`src/rtl/hwrg_pkg.sv`:
```
package hwrg_pkg;
  localparam int NUM_SRC = 6;
  localparam int SEL_W   = $clog2(NUM_SRC);

  typedef struct packed {
    logic             capture;
    logic             fault;
    logic [SEL_W-1:0] sel;
  } ctrlStrobes_t;
endpackage

```
`src/rtl/hwrg_ctrl.sv`:
```
module hwrg_ctrl
  import hwrg_pkg::*;
#(
  parameter int REG_NUM_W = 5
) (
  input  logic                        clk,
  input  logic                        rst_n,
  input  logic                        maskWrEn,
  input  logic [(1<<REG_NUM_W)-1:0]   maskWrData,
  input  logic                        reqValid,
  input  logic [REG_NUM_W-1:0]        reqRegNum,
  input  logic                        privMode,
  output ctrlStrobes_t                strobes
);
  localparam int MASK_W = 1 << REG_NUM_W;

  logic [MASK_W-1:0] enableMask;
  logic              inRange;
  logic              permitted;

  always_ff @(posedge clk) begin
    if (!rst_n)        enableMask <= '0;
    else if (maskWrEn) enableMask <= maskWrData;
  end

  always_comb begin
    inRange   = (int'(reqRegNum) < NUM_SRC);
    permitted = privMode || enableMask[reqRegNum];
    strobes.capture = reqValid;
    strobes.fault   = !(inRange && permitted);
    strobes.sel     = reqRegNum[SEL_W-1:0];
  end
endmodule

```
`src/rtl/hwrg_datapath.sv`:
```
module hwrg_datapath
  import hwrg_pkg::*;
#(
  parameter int DATA_W   = 64,
  parameter int CPUNUM_W = 10,
  parameter int FEAT_BIT = 13
) (
  input  logic              clk,
  input  logic              rst_n,
  input  ctrlStrobes_t      strobes,
  input  logic [DATA_W-1:0] baseReg,
  input  logic [DATA_W-1:0] syncStep,
  input  logic [31:0]       cycleCount,
  input  logic [DATA_W-1:0] cycleRes,
  input  logic [DATA_W-1:0] perfCount0,
  input  logic [31:0]       featCfgWord,
  output logic              rspValid,
  output logic              rspFault,
  output logic [DATA_W-1:0] rspData
);
  logic [DATA_W-1:0] srcVal;

  always_comb begin
    case (strobes.sel)
      SEL_W'(0): srcVal = DATA_W'(baseReg[CPUNUM_W-1:0]);
      SEL_W'(1): srcVal = syncStep;
      SEL_W'(2): srcVal = DATA_W'($signed(cycleCount));
      SEL_W'(3): srcVal = cycleRes;
      SEL_W'(4): srcVal = perfCount0;
      SEL_W'(5): srcVal = DATA_W'(featCfgWord[FEAT_BIT]);
      default:   srcVal = '0;
    endcase
  end

  always_ff @(posedge clk) begin
    if (!rst_n) begin
      rspValid <= 1'b0;
      rspFault <= 1'b0;
      rspData  <= '0;
    end else begin
      rspValid <= strobes.capture;
      if (strobes.capture) begin
        rspFault <= strobes.fault;
        rspData  <= strobes.fault ? '0 : srcVal;
      end
    end
  end
endmodule

```
`src/rtl/hwreg_read_gate.sv`:
```
module hwreg_read_gate
  import hwrg_pkg::*;
#(
  parameter int DATA_W    = 64,
  parameter int REG_NUM_W = 5,
  parameter int CPUNUM_W  = 10,
  parameter int FEAT_BIT  = 13
) (
  input  logic                      clk,
  input  logic                      rst_n,
  input  logic                      maskWrEn,
  input  logic [(1<<REG_NUM_W)-1:0] maskWrData,
  input  logic                      reqValid,
  input  logic [REG_NUM_W-1:0]      reqRegNum,
  input  logic                      privMode,
  input  logic [DATA_W-1:0]         baseReg,
  input  logic [DATA_W-1:0]         syncStep,
  input  logic [31:0]               cycleCount,
  input  logic [DATA_W-1:0]         cycleRes,
  input  logic [DATA_W-1:0]         perfCount0,
  input  logic [31:0]               featCfgWord,
  output logic                      rspValid,
  output logic                      rspFault,
  output logic [DATA_W-1:0]         rspData
);
  ctrlStrobes_t strobes;

  hwrg_ctrl #(.REG_NUM_W(REG_NUM_W)) u_ctrl (
    .clk(clk), .rst_n(rst_n), .maskWrEn(maskWrEn), .maskWrData(maskWrData),
    .reqValid(reqValid), .reqRegNum(reqRegNum), .privMode(privMode),
    .strobes(strobes)
  );

  hwrg_datapath #(.DATA_W(DATA_W), .CPUNUM_W(CPUNUM_W), .FEAT_BIT(FEAT_BIT)) u_dp (
    .clk(clk), .rst_n(rst_n), .strobes(strobes),
    .baseReg(baseReg), .syncStep(syncStep), .cycleCount(cycleCount),
    .cycleRes(cycleRes), .perfCount0(perfCount0), .featCfgWord(featCfgWord),
    .rspValid(rspValid), .rspFault(rspFault), .rspData(rspData)
  );
endmodule

```
`config.mk`:
```
export PLATFORM = sky130hd
export DESIGN_NAME = hwreg_read_gate
export DESIGN_NICKNAME = d
export VERILOG_FILES = /design/src/rtl/hwrg_pkg.sv /design/src/rtl/hwrg_ctrl.sv /design/src/rtl/hwrg_datapath.sv /design/src/rtl/hwreg_read_gate.sv
export SDC_FILE = /design/constraint.sdc
export NUM_CORES = 1
export LEC_CHECK = 0
export ABC_AREA = 1
export BUFFER_PORTS_ARGS = -buffer_cell sky130_fd_sc_hd__buf_2
export CAP_MARGIN = 20
export CORE_AREA = 2 2 168 170
export DETAILED_ROUTE_END_ITERATION = 12
export DIE_AREA = 0 0 170 172
export GPL_ROUTABILITY_DRIVEN = 0
export RECOVER_POWER = 25
export SKIP_LAST_GASP = 1
export SLEW_MARGIN = 20
export SYNTH_ARGS = -nofsm -noshare
export SYNTH_HDL_FRONTEND = slang
export SYNTH_HIERARCHICAL = 1
export SYNTH_SLANG_ARGS = --single-unit
export TNS_END_PERCENT = 1
```
`constraint.sdc`:
```
create_clock -name clk -period 1.7 [get_ports clk]
set_input_delay 0.17 -clock clk [delete_from_list [all_inputs] [get_ports clk]]
set_output_delay 0.17 -clock clk [all_outputs]
set_load 0.02 [all_outputs]
```
==> results.py <==
metrics = {
    "final_layout": {
        "nets": 1399,
        "flow.area_growth_from_synthesis_pct": 50.68,
        "final_cell_count_no_fill": 1390,
        "fillCellCount": 3088,
        "drive_above_1_share": 0.3733,
    },
    "job": {
        "maxCapViolations": 0,
    },
    "timing": {
        "fin_crit_sh": 0.9774,
        "finalMaxSlewViolations": 0,
        "tightest_slew_ns": 0.4346,
        "min_period_ns": 1.662,
        "skew_ns": 0.006848,
        "finalSetupViolations": 0,
        "unrepaired_setup_endpoints_after_global_routing": "yes",
        "fmax_mhz": 601.8,
        "hold_viol": 0,
        "max-slew-margin-rel": 0.7072,
        "hold_ws_ns": 0.07634,
    },
    "global_route": {
        "grt_first_pass_wirelength_um": 31480,
        "maximum_number_of_pins_on_one_net_before_global_route_repair": 66,
        "first_global_vias": 5624,
        "antenna_found_initial": 6,
        "gr-usage-all-layers": 0.1411,
        "gr-total-overflow": 0,
    },
    "clocking": {
        "clock_tree.buffer_depth": 2,
        "cts.reportedPaths.clkPinSlew_ns": 0.06,
        "clock_tree.root_cell": "sky130_fd_sc_hd__clkbuf_16",
        "cts_hold_repair.buffers": 0,
        "numClockSinks": 74,
        "cts_tree": "yes",
        "cts.htree.levels": 3,
        "skew_pair_late_insertion_delay_ns": 0.33,
        "cts_buffers": 9,
    },
    "critical_path": {
        "crit_path_cell_trace": "inv_2 -> nand2_2 -> nand3_2 -> nand3_1 -> nand2_1 -> nand2_1 -> nand2_2 -> a211oi_4 -> buf_6 -> clkbuf_16 -> nand2_1 -> a21oi_1",
        "worst_path_largest_cell_delay_ns": 0.32,
        "crit_path_start_kind": "register",
        "data_required_time_at_the_worst_endpoint_ns": 1.96,
        "most_common_cell_on_crit_path": "sky130_fd_sc_hd__nand2_1",
        "ff2ff_setup_slack_ns": 0.04,
        "path_max_fanout": 7,
        "critPathSlowestCell": "sky130_fd_sc_hd__dfxtp_2",
        "worstPathArrival_ns": 1.92,
        "r2r.worst_path.cells": 12,
        "worst_setup_path_end_kind": "register",
        "critical_path_class": "register to register",
    },
    "synthesis": {
        "synth_sequential_area_ratio": 0.3113,
        "ys.warnings.count": 6,
        "netlist-cell-type-count": 21,
        "yosys_reg_bits": 74,
        "synth_cells": 758,
        "netlist_area_mm2": 0.004760,
        "syn-num-nets": 1120,
        "post_synth.cell_area_avg_um2": 6.279,
    },
    "detailed_routing": {
        "total_detailed_routing_wirelength_um": 23020,
        "dr.pass1.iters": 4,
        "vias_after_detailed_routing": 6377,
        "route.antenna.remaining_nets": 0,
        "residual_drc_count": 0,
        "post_drt_via_cell_ratio": 4.588,
        "avgRoutedWirePerCell_um": 16.56,
        "detail_route.iter0.violations": 321,
    },
    "power": {
        "vdd.ir_drop.worst_mv": 0.4309,
        "p_total_mw": 4.855,
        "p_leak_nw": 3.340,
        "power_per_cell_area_mw_per_mm2": 676.9,
    },
    "floorplan": {
        "die_width_um": 170,
        "ios": 428,
        "std_cell_rows": 61,
        "die-area_mm2": 0.02924,
        "fp.dieH_um": 172,
        "start_util": 0.1732,
        "core_region_area_mm2": 0.02748,
    },
    "min_path": {
        "hold_class": "input port to register",
        "worst_hold_path_cell_count": 3,
    },
    "placement": {
        "count_of_input_and_output_buffers": 318,
        "dpl.hpwl_um": 16740,
        "placed_cells": 1366,
    },
    "run_status": {
        "status": "finished, final reports clean",
    },
}
-- power breakdown --
| part | internal, mW | total, mW | switching (mW) |
|---|---|---|---|
| Clock | 1.32 | 2.10 | 0.775 |
| Combinational | 0.414 | 0.979 | 0.565 |
| Sequential | 1.77 | 1.78 | 0.0129 |
| Total | 3.50 | 4.85 | 1.35 |
-- synthesized netlist by cell type --
cell | number | area, um2
sky130_fd_sc_hd__a211oi_4 | 1 | 20.02
sky130_fd_sc_hd__a21oi_1 | 74 | 370.4
sky130_fd_sc_hd__buf_1 | 1 | 3.750
sky130_fd_sc_hd__buf_2 | 47 | 235.2
sky130_fd_sc_hd__buf_4 | 15 | 112.6
sky130_fd_sc_hd__buf_6 | 1 | 11.26
sky130_fd_sc_hd__clkbuf_1 | 14 | 52.55
sky130_fd_sc_hd__clkbuf_8 | 1 | 13.76
sky130_fd_sc_hd__dfxtp_1 | 74 | 1481
sky130_fd_sc_hd__inv_1 | 48 | 180.2
sky130_fd_sc_hd__inv_2 | 3 | 11.26
sky130_fd_sc_hd__nand2_1 | 214 | 803.3
sky130_fd_sc_hd__nand3_1 | 87 | 435.4
sky130_fd_sc_hd__nand3_2 | 1 | 10.01
sky130_fd_sc_hd__nand4_1 | 108 | 675.7
sky130_fd_sc_hd__nor2_1 | 11 | 41.29
sky130_fd_sc_hd__nor2_2 | 1 | 6.260
sky130_fd_sc_hd__nor2_4 | 1 | 11.26
sky130_fd_sc_hd__o21ai_0 | 25 | 125.1
sky130_fd_sc_hd__o21ai_1 | 30 | 150.1
sky130_fd_sc_hd__o21ai_2 | 1 | 8.760
-- metrics by stage --
step	utilization	TNS (ns)	setup WS, ns	area, um2
2_1_floorplan	-	0	0.2388	4760
3_5_place_dp	0.2429	-0.5670	-0.05032	6673
3_3_place_gp	0.2429	-0.1083	-0.03733	6673
5_1_grt	0.2608	-2.158	-0.06811	7167
4_1_cts	0.2545	0	0.04829	6993
6_report	0.2610	0	0.03840	7172
-- cell usage in the layout, fill, tap and decap left out --
cell / instances
sky130_fd_sc_hd__o21ai_1: 26
sky130_fd_sc_hd__buf_6: 3
sky130_fd_sc_hd__nand3_2: 5
sky130_fd_sc_hd__clkbuf_16: 12
sky130_fd_sc_hd__o21ai_0: 24
sky130_fd_sc_hd__o21ai_2: 5
sky130_fd_sc_hd__nand4_1: 108
sky130_fd_sc_hd__bufinv_16: 2
sky130_fd_sc_hd__diode_2: 2
sky130_fd_sc_hd__inv_2: 12
sky130_fd_sc_hd__nand3_1: 83
sky130_fd_sc_hd__buf_12: 11
sky130_fd_sc_hd__nand2_2: 6
sky130_fd_sc_hd__nor2_4: 2
sky130_fd_sc_hd__dfxtp_2: 6
sky130_fd_sc_hd__o21ai_4: 1
sky130_fd_sc_hd__inv_1: 39
sky130_fd_sc_hd__a21oi_1: 70
sky130_fd_sc_hd__buf_4: 13
sky130_fd_sc_hd__buf_2: 302
sky130_fd_sc_hd__nand2_1: 208
sky130_fd_sc_hd__clkinvlp_4: 1
sky130_fd_sc_hd__nor2_1: 11
sky130_fd_sc_hd__clkbuf_8: 1
sky130_fd_sc_hd__a21oi_2: 4
sky130_fd_sc_hd__dfxtp_1: 68
sky130_fd_sc_hd__clkbuf_1: 16
sky130_fd_sc_hd__a211oi_4: 1
sky130_fd_sc_hd__clkinv_2: 2
-- critical path: cells and delay by family, from the launching register on --
family | cells | cell delay, ns
simple gates | 7 | 0.45
buf+inv | 3 | 0.40
compound gates | 2 | 0.40
flops | 1 | 0.32
-- worst paths after layout --
path,to,from
max,u_dp/rspData[59]$_SDFFE_PN0P_,u_ctrl/enableMask[4]$_SDFFE_PN0P_
min,u_dp/rspValid$_SDFF_PN0_,reqValid
max reg2reg,u_dp/rspData[59]$_SDFFE_PN0P_,u_ctrl/enableMask[4]$_SDFFE_PN0P_
min reg2reg,u_ctrl/enableMask[7]$_SDFFE_PN0P_,u_ctrl/enableMask[7]$_SDFFE_PN0P_
-- per-layer routing --
| layer | routed length (um) | up-vias | track usage | share of wire |
|---|---|---|---|---|
| li1 | - | 3166 | - | - |
| met1 | 10230 | 2908 | 0.1695 | 0.44 |
| met2 | 10800 | 282 | 0.2515 | 0.47 |
| met3 | 1771 | 17 | 0.03937 | 0.077 |
| met4 | 199 | 4 | 0.02936 | 0.0086 |
| met5 | 26 | - | 0 | 0.0011 |
-- final cells by class --
type	instances	area, um2	share of cell area
antenna	2	5.005	0.0006978
clock buffer	11	242.7	0.03385
clock inverter	5	77.57	0.01082
inverter	51	191.4	0.02669
multi-input combinational	554	2739	0.3819
sequential	74	1489	0.2076
tap	346	432.9	0.06036
timing repair buffer	347	1994	0.2781
-- state kept, by name, indices dropped and copies added (netlist names) --
register,cells
u_dp/rspData,64
u_dp/rspFault,1
u_dp/rspValid,1
u_ctrl/enableMask,8
-- repair_timing --
| item | CTS | global route |
|---|---|---|
| buffers inserted | 0 | 2 |
| setup endpoints to repair | 0 | 64 |
| resized for setup | 0 | 36 |
-- cells by family after synthesis --
logic type | count (synthesis) | share of synthesized area
and+or+nand+nor | 423 | 0.4167
AOI/OAI and AO/OA | 131 | 0.1417
buffers and inverters | 130 | 0.1304
DFF | 74 | 0.3113
(Power assumes the default switching activity.)
